**src/rtl/bn_affine_pkg.sv**
```systemverilog
package bn_affine_pkg;
  // Load strobes handed from the control to the datapath, one per stage.
  typedef struct packed {
    logic s1Load;
    logic s2Load;
  } stageCtrl_t;
endpackage

```
**src/rtl/bn_affine_params.sv**
```systemverilog
module bn_affine_params #(
  parameter int NUM_CH = 16,
  parameter int CH_W   = 4,
  parameter int DATA_W = 8,
  parameter int FRAC_W = 4
) (
  input  logic              clk,
  input  logic              rstN,
  input  logic              wrEn,
  input  logic [CH_W-1:0]   wrCh,
  input  logic [DATA_W-1:0] wrScale,
  input  logic [DATA_W-1:0] wrBias,
  input  logic [FRAC_W-1:0] wrScaleFrac,
  input  logic [FRAC_W-1:0] wrBiasFrac,
  input  logic [CH_W-1:0]   rdCh,
  output logic [DATA_W-1:0] rdScale,
  output logic [DATA_W-1:0] rdBias,
  output logic [FRAC_W-1:0] rdScaleFrac,
  output logic [FRAC_W-1:0] rdBiasFrac
);
  logic [DATA_W-1:0] scaleMem [NUM_CH];
  logic [DATA_W-1:0] biasMem  [NUM_CH];
  logic [FRAC_W-1:0] sfMem    [NUM_CH];
  logic [FRAC_W-1:0] bfMem    [NUM_CH];

  for (genvar c = 0; c < NUM_CH; c++) begin : g_entry
    always_ff @(posedge clk or negedge rstN) begin
      if (!rstN) begin
        scaleMem[c] <= '0;
        biasMem[c]  <= '0;
        sfMem[c]    <= '0;
        bfMem[c]    <= '0;
      end else if (wrEn && (wrCh == CH_W'(c))) begin
        scaleMem[c] <= wrScale;
        biasMem[c]  <= wrBias;
        sfMem[c]    <= wrScaleFrac;
        bfMem[c]    <= wrBiasFrac;
      end
    end
  end

  // Combinational read: a write at the same edge is seen only afterwards.
  always_comb begin
    rdScale     = scaleMem[rdCh];
    rdBias      = biasMem[rdCh];
    rdScaleFrac = sfMem[rdCh];
    rdBiasFrac  = bfMem[rdCh];
  end
endmodule

```
**src/rtl/bn_affine_ctrl.sv**
```systemverilog
module bn_affine_ctrl
  import bn_affine_pkg::*;
(
  input  logic       clk,
  input  logic       rstN,
  input  logic       inValid,
  output stageCtrl_t ctrl,
  output logic       outValid
);
  logic stage1Valid;
  logic stage2Valid;

  always_ff @(posedge clk or negedge rstN) begin
    if (!rstN) begin
      stage1Valid <= 1'b0;
      stage2Valid <= 1'b0;
    end else begin
      stage1Valid <= inValid;
      stage2Valid <= stage1Valid;
    end
  end

  always_comb begin
    ctrl.s1Load = inValid;
    ctrl.s2Load = stage1Valid;
    outValid    = stage2Valid;
  end
endmodule

```
**src/rtl/bn_affine_datapath.sv**
```systemverilog
module bn_affine_datapath
  import bn_affine_pkg::*;
#(
  parameter int DATA_W = 8,
  parameter int FRAC_W = 4
) (
  input  logic                     clk,
  input  logic                     rstN,
  input  stageCtrl_t               ctrl,
  input  logic signed [DATA_W-1:0] inData,
  input  logic signed [DATA_W-1:0] scale,
  input  logic signed [DATA_W-1:0] bias,
  input  logic        [FRAC_W-1:0] scaleFrac,
  input  logic        [FRAC_W-1:0] biasFrac,
  output logic signed [DATA_W-1:0] outData
);
  localparam int ACC_W  = 2 * DATA_W;
  localparam int WIDE_W = DATA_W + (1 << FRAC_W);
  localparam int MAG_W  = ACC_W + 2;
  localparam logic signed [ACC_W-1:0]  ACC_MAX  = {1'b0, {(ACC_W-1){1'b1}}};
  localparam logic signed [ACC_W-1:0]  ACC_MIN  = {1'b1, {(ACC_W-1){1'b0}}};
  localparam logic signed [WIDE_W-1:0] WIDE_MAX = {{(WIDE_W-ACC_W){1'b0}}, ACC_MAX};
  localparam logic signed [WIDE_W-1:0] WIDE_MIN = {{(WIDE_W-ACC_W){1'b1}}, ACC_MIN};
  localparam logic        [MAG_W-1:0]  MAG_LIM  = MAG_W'((1 << (DATA_W-1)) - 1);

  // ---------------- stage 1: multiply and align the bias ----------------
  logic signed [ACC_W-1:0]  prodNext;
  logic signed [WIDE_W-1:0] biasWide;
  logic signed [WIDE_W-1:0] biasShl;
  logic signed [ACC_W-1:0]  biasAcc;
  logic signed [ACC_W-1:0]  biasAlign;
  logic        [FRAC_W-1:0] shiftAmt;

  always_comb begin
    prodNext = ACC_W'(inData) * ACC_W'(scale);
    biasWide = {{(WIDE_W-DATA_W){bias[DATA_W-1]}}, bias};
    biasAcc  = {{(ACC_W-DATA_W){bias[DATA_W-1]}}, bias};
    biasShl  = '0;
    if (scaleFrac >= biasFrac) begin
      shiftAmt = scaleFrac - biasFrac;
      biasShl  = biasWide <<< shiftAmt;
      if (biasShl > WIDE_MAX)      biasAlign = ACC_MAX;
      else if (biasShl < WIDE_MIN) biasAlign = ACC_MIN;
      else                         biasAlign = biasShl[ACC_W-1:0];
    end else begin
      shiftAmt  = biasFrac - scaleFrac;
      biasAlign = biasAcc >>> shiftAmt;
    end
  end

  logic signed [ACC_W-1:0]  prodQ;
  logic signed [ACC_W-1:0]  biasQ;
  logic        [FRAC_W-1:0] fracQ;

  always_ff @(posedge clk or negedge rstN) begin
    if (!rstN) begin
      prodQ <= '0;
      biasQ <= '0;
      fracQ <= '0;
    end else if (ctrl.s1Load) begin
      prodQ <= prodNext;
      biasQ <= biasAlign;
      fracQ <= scaleFrac;
    end
  end

  // -------------- stage 2: add, round, clamp symmetrically --------------
  logic signed [ACC_W:0]   sumWide;
  logic signed [ACC_W-1:0] sumSat;
  logic signed [MAG_W-1:0] sumExt;
  logic        [MAG_W-1:0] magAbs;
  logic        [MAG_W-1:0] halfLsb;
  logic        [MAG_W-1:0] magRnd;
  logic        [DATA_W-1:0] magLim;
  logic                    isNeg;
  logic signed [DATA_W-1:0] resultNext;

  always_comb begin
    sumWide = {prodQ[ACC_W-1], prodQ} + {biasQ[ACC_W-1], biasQ};
    if (sumWide > (ACC_W+1)'(ACC_MAX))      sumSat = ACC_MAX;
    else if (sumWide < (ACC_W+1)'(ACC_MIN)) sumSat = ACC_MIN;
    else                                    sumSat = sumWide[ACC_W-1:0];

    isNeg  = sumSat[ACC_W-1];
    sumExt = {{2{sumSat[ACC_W-1]}}, sumSat};
    magAbs = isNeg ? MAG_W'(-sumExt) : MAG_W'(sumExt);

    if (fracQ == '0) halfLsb = '0;
    else             halfLsb = MAG_W'(1) << (fracQ - FRAC_W'(1));
    magRnd = (magAbs + halfLsb) >> fracQ;

    if (magRnd > MAG_LIM) magLim = MAG_LIM[DATA_W-1:0];
    else                  magLim = magRnd[DATA_W-1:0];

    resultNext = isNeg ? -$signed(magLim) : $signed(magLim);
  end

  always_ff @(posedge clk or negedge rstN) begin
    if (!rstN)             outData <= '0;
    else if (ctrl.s2Load)  outData <= resultNext;
  end
endmodule

```
**src/rtl/bn_int8_affine.sv**
```systemverilog
module bn_int8_affine
  import bn_affine_pkg::*;
#(
  parameter int NUM_CH = 16,
  parameter int DATA_W = 8,
  parameter int FRAC_W = 4,
  parameter int CH_W   = (NUM_CH > 1) ? $clog2(NUM_CH) : 1
) (
  input  logic              clk,
  input  logic              rstN,
  input  logic              cfgWe,
  input  logic [CH_W-1:0]   cfgCh,
  input  logic [DATA_W-1:0] cfgScale,
  input  logic [DATA_W-1:0] cfgBias,
  input  logic [FRAC_W-1:0] cfgScaleFrac,
  input  logic [FRAC_W-1:0] cfgBiasFrac,
  input  logic              inValid,
  input  logic [CH_W-1:0]   inCh,
  input  logic [DATA_W-1:0] inData,
  output logic              outValid,
  output logic [DATA_W-1:0] outData
);
  stageCtrl_t        ctrl;
  logic [DATA_W-1:0] selScale;
  logic [DATA_W-1:0] selBias;
  logic [FRAC_W-1:0] selScaleFrac;
  logic [FRAC_W-1:0] selBiasFrac;
  logic signed [DATA_W-1:0] dpOut;

  bn_affine_params #(
    .NUM_CH(NUM_CH), .CH_W(CH_W), .DATA_W(DATA_W), .FRAC_W(FRAC_W)
  ) u_params (
    .clk(clk), .rstN(rstN),
    .wrEn(cfgWe), .wrCh(cfgCh),
    .wrScale(cfgScale), .wrBias(cfgBias),
    .wrScaleFrac(cfgScaleFrac), .wrBiasFrac(cfgBiasFrac),
    .rdCh(inCh),
    .rdScale(selScale), .rdBias(selBias),
    .rdScaleFrac(selScaleFrac), .rdBiasFrac(selBiasFrac)
  );

  bn_affine_ctrl u_ctrl (
    .clk(clk), .rstN(rstN), .inValid(inValid),
    .ctrl(ctrl), .outValid(outValid)
  );

  bn_affine_datapath #(
    .DATA_W(DATA_W), .FRAC_W(FRAC_W)
  ) u_dp (
    .clk(clk), .rstN(rstN), .ctrl(ctrl),
    .inData($signed(inData)), .scale($signed(selScale)), .bias($signed(selBias)),
    .scaleFrac(selScaleFrac), .biasFrac(selBiasFrac),
    .outData(dpOut)
  );

  assign outData = dpOut;
endmodule

```
**config.mk**
```make
export PLATFORM = sky130hd
export DESIGN_NAME = bn_int8_affine
export DESIGN_NICKNAME = d
export VERILOG_FILES = /design/src/rtl/bn_affine_pkg.sv /design/src/rtl/bn_affine_params.sv /design/src/rtl/bn_affine_ctrl.sv /design/src/rtl/bn_affine_datapath.sv /design/src/rtl/bn_int8_affine.sv
export SDC_FILE = /design/constraint.sdc
export NUM_CORES = 1
export LEC_CHECK = 0
export BUFFER_PORTS_ARGS = -buffer_cell sky130_fd_sc_hd__buf_2
export CAP_MARGIN = 20
export CORE_UTILIZATION = 36
export DETAILED_ROUTE_END_ITERATION = 10
export GPL_TIMING_DRIVEN = 1
export HOLD_SLACK_MARGIN = 0.15
export SETUP_SLACK_MARGIN = 0.3
export SYNTH_ARGS = -nofsm -noshare
export SYNTH_HDL_FRONTEND = slang
export SYNTH_SLANG_ARGS = --single-unit
```
**constraint.sdc**
```tcl
create_clock -name clk -period 19.5 [get_ports clk]
set_clock_uncertainty 0.1 [all_clocks]
set_input_delay 1.95 -clock clk [delete_from_list [all_inputs] [get_ports clk]]
set_output_delay 1.95 -clock clk [all_outputs]
set_load 0.005 [all_outputs]
```
==> results.toml <==
[global_route]
grt_pass1_wl_mm = 104
grt_overflow = 0
grt_pass1_vias = 18400
grtUsageTotal_pct = 17.8
grt_max_degree = 117
antenna_found_initial = 5

[logic_synthesis]
synth_cells = 2143
yosysWarnings = 0
yosys_register_bits = 430
syn_nets = 2316
ys.flop_type = "dfrtp_1"
ys_seq_area_share_pct = 41.7
async_flop_share_pct = 100
syn_area_mm2 = 0.0258
synth-edff-count = 0
syn_area_per_cell_um2 = 12.0
netlist-cell-type-count = 75

[finish]
area_delta_synth_final_pct = 11.2
layout_common_cells = "dfrtp_1, mux2_2, nand2_1, mux4_2, inv_1"
nFillCells = 6656
drive_gt1_share_pct = 33.0
fin_area_mm2 = 0.0287
final_common_cell = "dfrtp_1"
regArea_mm2 = 0.0108
multi_input_area_mm2 = 0.0141
layout.nets = 2312

[sta]
maxSlewHeadroom_pct = 25.8
hold_slack_ps = 375
rsz0062_at_grt = "false"
fmax_mhz = 116
final_max_slew_viol_count = 0
finalSetupTns_ps = 0
worstMarginPinSlew_ps = 1110
setup_viol = 0
hold_violations = 0
fin_ws_ps = 10860
timing.final.crit_period_ps = 8640
final.period_utilization_pct = 44.3

[clock_network]
worstSkewPairLatency_ps = 580
post_cts_buffers = 0
cts_buffers = 48
cts_tree = "done"
cts_resized = 0
cts_root_buf = "clkbuf_16"
hold_buffers = 0
cts.sinks = 430
cts_buffer_depth = 3
htreeDepth = 2
path_clk_slew_ps = 60

[die]
start_util_pct = 36.6
coreArea_mm2 = 0.0704
ioPinCount = 53
rows = 97
die_w_um = 270
die_area_mm2 = 0.0727
die_y_um = 270

[worst_setup_path]
cp.arrival_ps = 9010
reg2reg_setup_slack_ps = 10860
rr_startpoint = "u_dp.biasQ[0]"
reg2reg_depth = 34
cp-start-kind = "flop"
required_ps = 19860
slowest_delay_ps = 640
timing.rr.end = "u_dp.outData[6]"
crit_type = "flop to flop"
worst_setup_path_end_kind = "flop"
cp_max_fo = 23
cp_slowest_cell = "nand2_1"

[power_and_ir_drop]
ir_worst_vdd_uv = 101
power_frac_seq_pct = 23.7
netSwitchingPower_mw = 2.28
p_clk_share_pct = 17.0
p_sw_share_pct = 42.9
p_int_mw = 3.03
p_leak_nw = 12.2
combPwrFrac_pct = 59.2
p_per_area_mw_per_mm2 = 185

[placed_design]
gp_congestion = 0.891
place_ws_ps = 10420
dp_hpwl_mm = 41.9
portBuffers = 52
placed_cell_area_mm2 = 0.0270

[run]
drv_cap = 0

[route]
wl_met1_mm = 28.4
firstDrtPassIters = 7
top_layer_used = "met5"
wirelength_mm = 63.8
route.met2.wl_mm = 31.8
drc_errors = 0
drtIter0Drc = 919
via_per_inst = 5.49
drtAntennaViolNets = 0
dr_wl_met3_mm = 2.15
wl_per_cell_um = 20.5
num_vias = 17100

[min_path]
hp-start = "u_dp.outData[6]"
hp-class = "flop to flop"
min_delay_path_depth = 2
hold_end = "u_dp.outData[6]"

[run_status]
outcome = "finished, final reports clean"
==> synth_stat cells, types with 19 or more instances <==
master	number	area [µm²]
inv_1	109	409
o21ai_0	74	370
xnor2_1	34	298
fa_1	59	1180
clkbuf_1	114	428
dfrtp_1	430	10800
nor2_1	105	394
and2_1	37	231
a21oi_1	90	450
nor3_1	37	185
nand2b_1	20	125
ha_1	70	876
a21o_1	19	143
a211oi_1	19	143
mux2_2	410	4620
mux4_2	118	2660
nand2_1	123	462
==> state kept, by name, summed over array words and instances, names as in the netlist <==
name                cells
u_dp.outData            8
u_ctrl.stage1Valid      1
u_params.scaleMem     128
u_params.sfMem         64
u_dp.biasQ             16
u_dp.fracQ              4
u_dp.prodQ             16
u_ctrl.outValid         1
u_params.bfMem         64
u_params.biasMem      128
==> final cells by class <==
class / instances / area share [%]
clock buffers: 73 / 4.97
inverters: 112 / 1.47
flip-flops and latches: 430 / 37.5
diodes: 1 / 0.00873
repair buffers: 83 / 2.00
well taps: 940 / 4.10
multi-input cells: 1464 / 49.3
clock inverters: 14 / 0.594
==> stage by stage <==
| stage | total power, mW | instances | util, % |
|---|---|---|---|
| after floorplan | 3.69 | 2143 | - |
| after global placement | 4.33 | 3026 | 38.3 |
| after detailed placement | 4.40 | 3026 | 38.3 |
| after CTS | 5.33 | 3113 | 40.6 |
| after global routing | 5.77 | 3117 | 40.7 |
| final | 5.31 | 3117 | 40.7 |
==> critical path, delay by kind of cell, from the launching register on <==
family | cells | cell delay, ps
AOI/OAI and AO/OA | 13 | 3120
and+or+nand+nor | 9 | 2510
adders and majority gates | 5 | 1330
xor gates and xnor gates | 1 | 430
DFF | 1 | 390
buffers and inverters | 4 | 350
muxes | 2 | 300
==> worst max-delay path by stage <==
stage / slack [ps] / to / depth (start not counted) / startpoint
floorplan: 10640 / u_dp.prodQ[15] / 24 / inCh[0]
global placement: 10500 / u_dp.prodQ[15] / 22 / inCh[0]
detailed placement: 10420 / u_dp.prodQ[15] / 22 / inCh[0]
CTS: 10850 / u_dp.outData[6] / 34 / u_dp.biasQ[0]
global route: 9860 / u_dp.outData[6] / 34 / u_dp.biasQ[0]
finish: 10860 / u_dp.outData[6] / 34 / u_dp.biasQ[0]
==> logic make-up (layout without fill, tap and decap cells) <==
family,Yosys count,count (layout),synth area share (%)
muxes,544,544,28.8
DFF,430,430,41.7
xor gates and xnor gates,49,49,1.67
buffers and inverters,249,282,3.74
AOI/OAI and AO/OA,335,335,8.42
and+or+nand+nor,406,406,7.59
adders and majority gates,129,129,7.98
other,1,2,0.0145
==> power groups by stage <==
stage | Combinational, mW | Sequential [mW] | Clock (mW)
floorplan | 2.47 | 1.22 | 0
global placement | 3.07 | 1.26 | 0
detailed placement | 3.13 | 1.28 | 0
CTS | 3.14 | 1.26 | 0.927
global route | 3.52 | 1.29 | 0.963
finish | 3.14 | 1.26 | 0.903
==> routing by layer <==
layer,GRT usage [%],up-vias
met1,23.5,8884
met5,0,-
met2,30.5,325
li1,-,7799
met4,4.62,6
met3,2.54,99
(Power assumes the default switching activity.)
